==> src/rtl/stb_pkg.sv <==
package stb_pkg;
  localparam int STB_W     = 8;
  localparam int POS_ERRQ  = 2;
  localparam int POS_QUEST = 3;
  localparam int POS_MSG   = 4;
  localparam int POS_EVT   = 5;
  localparam int POS_MSS   = 6;
  localparam int POS_OPER  = 7;
  // Mask bits that can take part in a request: every bit except the summary
  localparam logic [STB_W-1:0] REQ_ELIGIBLE = ~(STB_W'(1) << POS_MSS);

  // Status byte without the summary bit, placed by position
  function automatic logic [STB_W-1:0] place_bits(
    input logic errq, input logic quest, input logic msg,
    input logic evt,  input logic oper);
    logic [STB_W-1:0] b;
    b = '0;
    b[POS_ERRQ]  = errq;
    b[POS_QUEST] = quest;
    b[POS_MSG]   = msg;
    b[POS_EVT]   = evt;
    b[POS_OPER]  = oper;
    return b;
  endfunction
endpackage

==> src/rtl/stb_masked_any.sv <==
module stb_masked_any #(
  parameter int W = 8
) (
  input  logic [W-1:0] bits,
  input  logic [W-1:0] enables,
  output logic         any
);
  assign any = |(bits & enables);
endmodule

==> src/rtl/stb_rise_detect.sv <==
module stb_rise_detect #(
  parameter int W = 8
) (
  input  logic         clk,
  input  logic         rst_n,
  input  logic [W-1:0] masked,
  output logic [W-1:0] rise,
  output logic         rise_any
);
  logic [W-1:0] prev_q;

  for (genvar i = 0; i < W; i++) begin : g_bit
    always_ff @(posedge clk or negedge rst_n) begin
      if (!rst_n) prev_q[i] <= 1'b0;
      else        prev_q[i] <= masked[i];
    end
    assign rise[i] = masked[i] & ~prev_q[i];
  end

  assign rise_any = |rise;


  prev_clear_chk: assert property (@(posedge clk) !rst_n |-> prev_q == '0);
endmodule

==> src/rtl/stb_srq_flag.sv <==
module stb_srq_flag (
  input  logic clk,
  input  logic rst_n,
  input  logic set_evt,
  input  logic clr_evt,
  output logic flag
);
  always_ff @(posedge clk or negedge rst_n) begin
    if (!rst_n)       flag <= 1'b0;
    else if (set_evt) flag <= 1'b1;
    else if (clr_evt) flag <= 1'b0;
  end


  flag_hold_chk: assert property (@(posedge clk) disable iff (!rst_n)
    (!set_evt && !clr_evt) |=> $stable(flag));
endmodule

==> src/rtl/stb_srq_ctrl.sv <==
module stb_srq_ctrl
  import stb_pkg::*;
#(
  parameter int EVT_W = 8
) (
  input  logic             clk,
  input  logic             rst_n,
  input  logic             errq_nonempty,
  input  logic             quest_sum,
  input  logic             msg_avail,
  input  logic [EVT_W-1:0] evt_status,
  input  logic [EVT_W-1:0] evt_enable,
  input  logic             oper_sum,
  input  logic             mask_we,
  input  logic [STB_W-1:0] mask_wdata,
  output logic [STB_W-1:0] mask_rdata,
  output logic [STB_W-1:0] status_byte,
  input  logic             poll_strobe,
  output logic             srq
);
  logic             evt_summary;
  logic             mss;
  logic [STB_W-1:0] mask_q;
  logic [STB_W-1:0] base_bits;
  logic [STB_W-1:0] eff_mask;
  logic [STB_W-1:0] masked_bits;
  logic [STB_W-1:0] rise_vec;
  logic             rise_any;

  stb_masked_any #(.W(EVT_W)) u_evt_sum (
    .bits(evt_status), .enables(evt_enable), .any(evt_summary));

  always_ff @(posedge clk or negedge rst_n) begin
    if (!rst_n)       mask_q <= '0;
    else if (mask_we) mask_q <= mask_wdata & REQ_ELIGIBLE;
  end

  assign eff_mask    = mask_q & REQ_ELIGIBLE;
  assign mask_rdata  = eff_mask;
  assign base_bits   = place_bits(errq_nonempty, quest_sum, msg_avail,
                                  evt_summary, oper_sum);
  assign masked_bits = base_bits & eff_mask;

  stb_masked_any #(.W(STB_W)) u_mss (
    .bits(base_bits), .enables(eff_mask), .any(mss));

  always_comb begin
    status_byte          = base_bits;
    status_byte[POS_MSS] = mss;
  end

  stb_rise_detect #(.W(STB_W)) u_rise (
    .clk(clk), .rst_n(rst_n), .masked(masked_bits),
    .rise(rise_vec), .rise_any(rise_any));

  stb_srq_flag u_flag (
    .clk(clk), .rst_n(rst_n), .set_evt(rise_any),
    .clr_evt(poll_strobe), .flag(srq));


  mask_write_chk: assert property (@(posedge clk) disable iff (!rst_n)
    mask_we |=> mask_rdata == ($past(mask_wdata) & 8'hBF));

  srq_cause_chk: assert property (@(posedge clk) disable iff (!rst_n)
    $rose(srq) |-> $past(rise_any));

  poll_clear_chk: assert property (@(posedge clk) disable iff (!rst_n)
    (poll_strobe && !rise_any) |=> !srq);

  mss_sum_chk: assert property (@(posedge clk) disable iff (!rst_n)
    status_byte[POS_MSS] == |(status_byte & mask_rdata & 8'hBF));
endmodule

==> config.mk <==
export PLATFORM = sky130hd
export DESIGN_NAME = stb_srq_ctrl
export DESIGN_NICKNAME = d
export VERILOG_FILES = /design/src/rtl/stb_pkg.sv /design/src/rtl/stb_masked_any.sv /design/src/rtl/stb_rise_detect.sv /design/src/rtl/stb_srq_flag.sv /design/src/rtl/stb_srq_ctrl.sv
export SDC_FILE = /design/constraint.sdc
export NUM_CORES = 1
export LEC_CHECK = 0
export BUFFER_PORTS_ARGS = -buffer_cell sky130_fd_sc_hd__buf_2
export CORE_MARGIN = 2
export CORE_UTILIZATION = 42
export DETAILED_ROUTE_END_ITERATION = 12
export HOLD_SLACK_MARGIN = 0.08
export PLACE_DENSITY_LB_ADDON = 0.1
export SLEW_MARGIN = 15
export SYNTH_ARGS = -nofsm -noshare
export SYNTH_HDL_FRONTEND = slang
export SYNTH_HIERARCHICAL = 1
export SYNTH_SLANG_ARGS = --single-unit
==> constraint.sdc <==
create_clock -name clk -period 1.4 [get_ports clk]
set_input_delay 0.28 -clock clk [delete_from_list [all_inputs] [get_ports clk]]
set_output_delay 0.28 -clock clk [all_outputs]
set_load 0.005 [all_outputs]
Yosys cells after proc, flatten, opt, wreduce, memory -nomap -nowiden
Index checks and enable logic that the tools add are counted.

Bitwise operators: 18. Reduce and logical (&&, ||, !) cells: 4. Multiplexer cells: 2.

Operators with widths (count): OR reduction 8 bit (3); bitwise AND 8 bit (2); bitwise AND 1 bit (8); inverter 1 bit (8); 2-to-1 mux 1 bit (2); nonzero test 2 bit (1).

Bits in registers: 16. Logic and storage cells: 34. Output and inout bits: 17.

Logic depth before layout (Yosys ltp)
Depth after elaboration: 6. Depth in mapped cells: 7. Mapped depth without buffers: 7.

Cells and area by module
Netlist, hierarchy kept.

Modules (own cells, without submodules): stb_srq_ctrl (cells each 30, instances 1, seq. area each 175.2 um^2, area an instance 394.1 um^2); stb_rise_detect (cells each 19, instances 1, seq. area each 200.2 um^2, area an instance 296.5 um^2); stb_masked_any (cells each 5, instances 2, seq. area each 0.0 um^2, area an instance 36.3 um^2); stb_srq_flag (cells each 3, instances 1, seq. area each 25.0 um^2, area an instance 36.3 um^2).

Worst setup path after synthesis
No wires, ideal clock.

Kind: in2reg. Start: input evt_status[5]. End: register u_flag.flag. Arrival time: 1.319 ns. Slack: -0.037 ns. Stages on the path: 7. Cell sequence: a22oi_1 -> nand4_1 -> and2_1 -> nor2b_4 -> nor4_1 -> nand2_1 -> a21o_1.

Longest elaborated chain between the ends: 6.

RTL lines: start, declared (line stb_srq_ctrl.sv:11) `input logic [EVT_W-1:0] evt_status,`; bitwise AND 8 bit (*) (line stb_masked_any.sv:8) `assign any = |(bits & enables);`; OR reduction 8 bit (*) (line stb_masked_any.sv:8); named net evt_summary (line stb_srq_ctrl.sv:21) `logic evt_summary;`; bitwise AND 8 bit (*) (line stb_srq_ctrl.sv:42) `assign masked_bits = base_bits & eff_mask;`; named net masked_bits[5] (line stb_srq_ctrl.sv:26) `logic [STB_W-1:0] masked_bits;`; bitwise AND 1 bit (*) (line stb_rise_detect.sv:17) `assign rise[i] = masked[i] & ~prev_q[i];`; named net rise_vec[5] (line stb_srq_ctrl.sv:27) `logic [STB_W-1:0] rise_vec;`; OR reduction 8 bit (*) (line stb_rise_detect.sv:20) `assign rise_any = |rise;`; named net rise_any (line stb_srq_ctrl.sv:28) `logic rise_any;`; 2-to-1 mux 1 bit or nonzero test 2 bit (tied branches); end signal, assigned (line stb_srq_flag.sv:9) `if (!rst_n) flag <= 1'b0;`; end signal, assigned (line stb_srq_flag.sv:10) `else if (set_evt) flag <= 1'b1;`; end signal, assigned (line stb_srq_flag.sv:11) `else if (clr_evt) flag <= 1'b0;`; end, declared (line stb_srq_flag.sv:6) `output logic flag`.

Mark *: on every way through the listed nets, which the timed path passes. The rest lies on a longest branch. A chain may end at the register's enable or synchronous reset.

Worst setup path after layout
Start: register mask_q[5]. End: output status_byte[6].

Longest elaborated chain between the ends: 2.

RTL lines: start, declared (line stb_srq_ctrl.sv:23) `logic [STB_W-1:0] mask_q;`; start signal, assigned (line stb_srq_ctrl.sv:35) `else if (mask_we) mask_q <= mask_wdata & REQ_ELIGIBLE;`; bitwise AND 8 bit (line stb_masked_any.sv:8); OR reduction 8 bit (line stb_masked_any.sv:8); end, declared (line stb_srq_ctrl.sv:17) `output logic [STB_W-1:0] status_byte,`.

Every way passes these cells.

==> flow_metrics.py <==
metrics = {
    "logic_synthesis": {
        "syn_avg_cell_area_um2": 12.90,
        "synth_cell_types": 14,
        "ys_warn_count": 6,
        "synth_area_leader_cell": "dfrtp_1",
        "yosys.area.top_type_share": 0.5008,
        "netlist_instances": 62,
        "synth_edf_count": 0,
        "syn_area_um2": 799.5,
        "synth_most_common_cell": "dfrtp_1",
        "synth_common_cells": "dfrtp_1 (16), buf_4 (9), a22oi_1 (8), mux2_4 (7), and2_1 (5)",
        "ys_seq_elements": 16,
        "ys_seq_area_frac": 0.5008,
        "synth_area_leaders": "dfrtp_1 (50%), mux2_4 (13%), buf_4 (8.5%)",
        "synth-main-ff-cell": "dfrtp_1",
        "synthArstFlopShare": 1.000,
    },
    "clocking": {
        "clock_tree.root_cell": "clkbuf_4",
        "cts.clk_slew.worst_paths_ns": 0.09,
        "htreeDepth": 1,
        "cts_buffer_depth": 2,
        "cts_tree": "done",
        "clkLatencyLatePin_ns": 0.28,
        "cts_buffers": 3,
        "cts.sinks": 16,
    },
    "setup_path": {
        "end_kind": "output port",
        "reg2reg_slack_ns": 0.03,
        "path_class": "reg -> out",
        "r2r_cells": 6,
        "cp.required_ns": 1.12,
        "r2r_start": "mask_q[5]",
        "crit_end": "status_byte[6]",
        "worstPathMaxFanout": 3,
        "r2r_end": "u_flag/flag",
        "worstPathArrival_ns": 1.21,
        "cp-start-kind": "flop",
        "cp-startpoint": "mask_q[5]",
    },
    "floorplan": {
        "die_area_mm2": 0.002269,
        "io-pin-count": 49,
        "die_w_um": 47.63,
        "num_rows": 15,
        "fp.coreArea_mm2": 0.001764,
        "start_util": 0.4532,
        "dieHeight_um": 47.63,
    },
    "power_and_ir_drop": {
        "p_leak_nw": 0.5837,
        "irDropWorstVdd_mv": 0.5821,
        "power_per_cell_area_mw_per_mm2": 928.0,
    },
    "grt": {
        "grt_pass1_vias": 534,
        "grt_pass1_wl_um": 2132,
        "grt_max_degree": 17,
        "antenna_found_initial": 0,
        "grt_overflow_total": 0,
        "grt_usage": 0.1343,
    },
    "timing": {
        "fin_ws_ns": -0.08619,
        "period_needed_ns": 1.486,
        "setup_viol": 1,
        "tns_ns": -0.08619,
        "drv_slew": 0,
        "hold_viol_final": 0,
        "max_freq_mhz": 672.9,
        "rsz0062_at_grt": "yes",
        "fin_worst_skew_ns": 0.004300,
        "fin_crit_sh": 1.062,
    },
    "detailed_routing": {
        "drc": 0,
        "ant_nets": 0,
        "vias": 598,
        "routed_wl_um": 1371,
        "wl_per_cell_um": 9.793,
        "drt_iter0_markers": 3,
        "via_per_inst": 4.271,
        "dr.pass1.iters": 2,
    },
    "run": {
        "max_cap_viol_count": 0,
    },
    "cells_and_area": {
        "layout.nets": 148,
        "fill_cells": 149,
        "antenna_cells": 0,
        "post_route_cells_drive_above_1_share": 0.5913,
        "area.growth.synth_to_final_pct": 40.69,
        "finish.utilization": 0.6376,
    },
    "placement": {
        "hpwl_um": 1108,
        "gp_congestion": 0.6907,
        "pre_cts_ws_ns": -0.2206,
        "port_buffers": 44,
    },
    "run_status": {
        "outcome": "finished, violations left",
        "violations": "setup timing",
    },
    "hold_path": {
        "min_path_type": "in -> reg",
    },
}
[through the flow]
step                hold slack, ns  cell area [µm²]  std cells  power [mW]
detailed placement          0.2044             1047        135      0.7421
floorplan                 -0.01559            859.6         74      0.6587
CTS                         0.2193             1105        139       1.047
global placement            0.2063             1047        135      0.7368
global route                0.2132             1125        140       1.103
finish                      0.2264             1125        140       1.044
[layout by cell type (no fill, tap or decap)]
cell type	Yosys	final
a22oi_1	8	2
buf_4	9	1
a22oi_2	0	6
inv_1	1	1
dfrtp_1	16	16
nor2b_4	4	4
and2_1	5	5
nor2b_1	4	4
nor4_1	2	1
dlygate4sd3_1	0	1
nand4_1	2	2
nor4_2	0	1
nand2_1	1	1
clkbuf_4	0	3
buf_2	0	43
mux2_4	7	7
buf_6	1	2
a21o_1	1	1
conb_1	1	13
clkbuf_8	0	1
[how the worst min path moves through the flow]
stage	endpoint	depth (start not counted)	from	slack, ns
4_1_cts	mask_q[3]	2	mask_wdata[3]	0.22
2_1_floorplan	mask_q[0]	0	rst_n	-0.02
3_3_place_gp	u_flag/flag	1	rst_n	0.21
3_5_place_dp	u_flag/flag	1	rst_n	0.20
5_1_grt	mask_q[3]	2	mask_wdata[3]	0.21
6_report	mask_q[3]	2	mask_wdata[3]	0.23
[flip-flops by register name, indices dropped and copies added, names as in the netlist]
signal and cells:
u_flag/flag 1, mask_q 7, u_rise/prev_q 8
[worst max-delay path: stages, from the launching register on]
cell and delay (ns):
dfrtp_1 0.39, buf_6 0.12, a22oi_2 0.17, nand4_1 0.10, buf_2 0.14
[repair_timing]
item | CTS | global route
hold buffers | 1 | 0
gates resized for setup | 4 | 2
setup endpoints to repair | 1 | 2
gates cloned | 0 | 0
endpoints found under the hold margin | 16 | 0
pin swaps | 2 | 2
buffers inserted | 0 | 1
[cell type report]
cell class	count	area, µm²	area share
multi-input combinational	47	397.9	0.3537
sequential	16	400.4	0.3560
timing repair buffer	47	255.2	0.2269
clock buffer	4	36.28	0.03226
inverter	1	3.754	0.003337
tap	25	31.28	0.02781
[cells by family (layout without fill, tap and decap cells)]
| group | count (synthesis) | after routing | synth area share |
|---|---|---|---|
| AND/OR/NAND/NOR | 18 | 18 | 0.1753 |
| AO/OA/AOI/OAI | 9 | 9 | 0.08451 |
| flip-flops | 16 | 16 | 0.5008 |
| other | 1 | 13 | 0.004690 |
| multiplexers | 7 | 7 | 0.1315 |
| buffers and inverters | 11 | 52 | 0.1033 |
[layer usage]
layer | vias to the layer above | global-route usage | part of all wire
met3 | 2 | 0.02264 | 0.059
met2 | 21 | 0.2405 | 0.53
met5 | - | 0 | 0
met1 | 274 | 0.1615 | 0.40
li1 | 301 | - | -
met4 | 0 | 0.04865 | 0.0044
[where the power goes]
group          internal [mW]  switching (mW)
Clock                  0.158           0.136
Combinational          0.139          0.0827
Sequential             0.500          0.0283
Total                  0.797           0.247
Power figures use the tool's default switching activity.
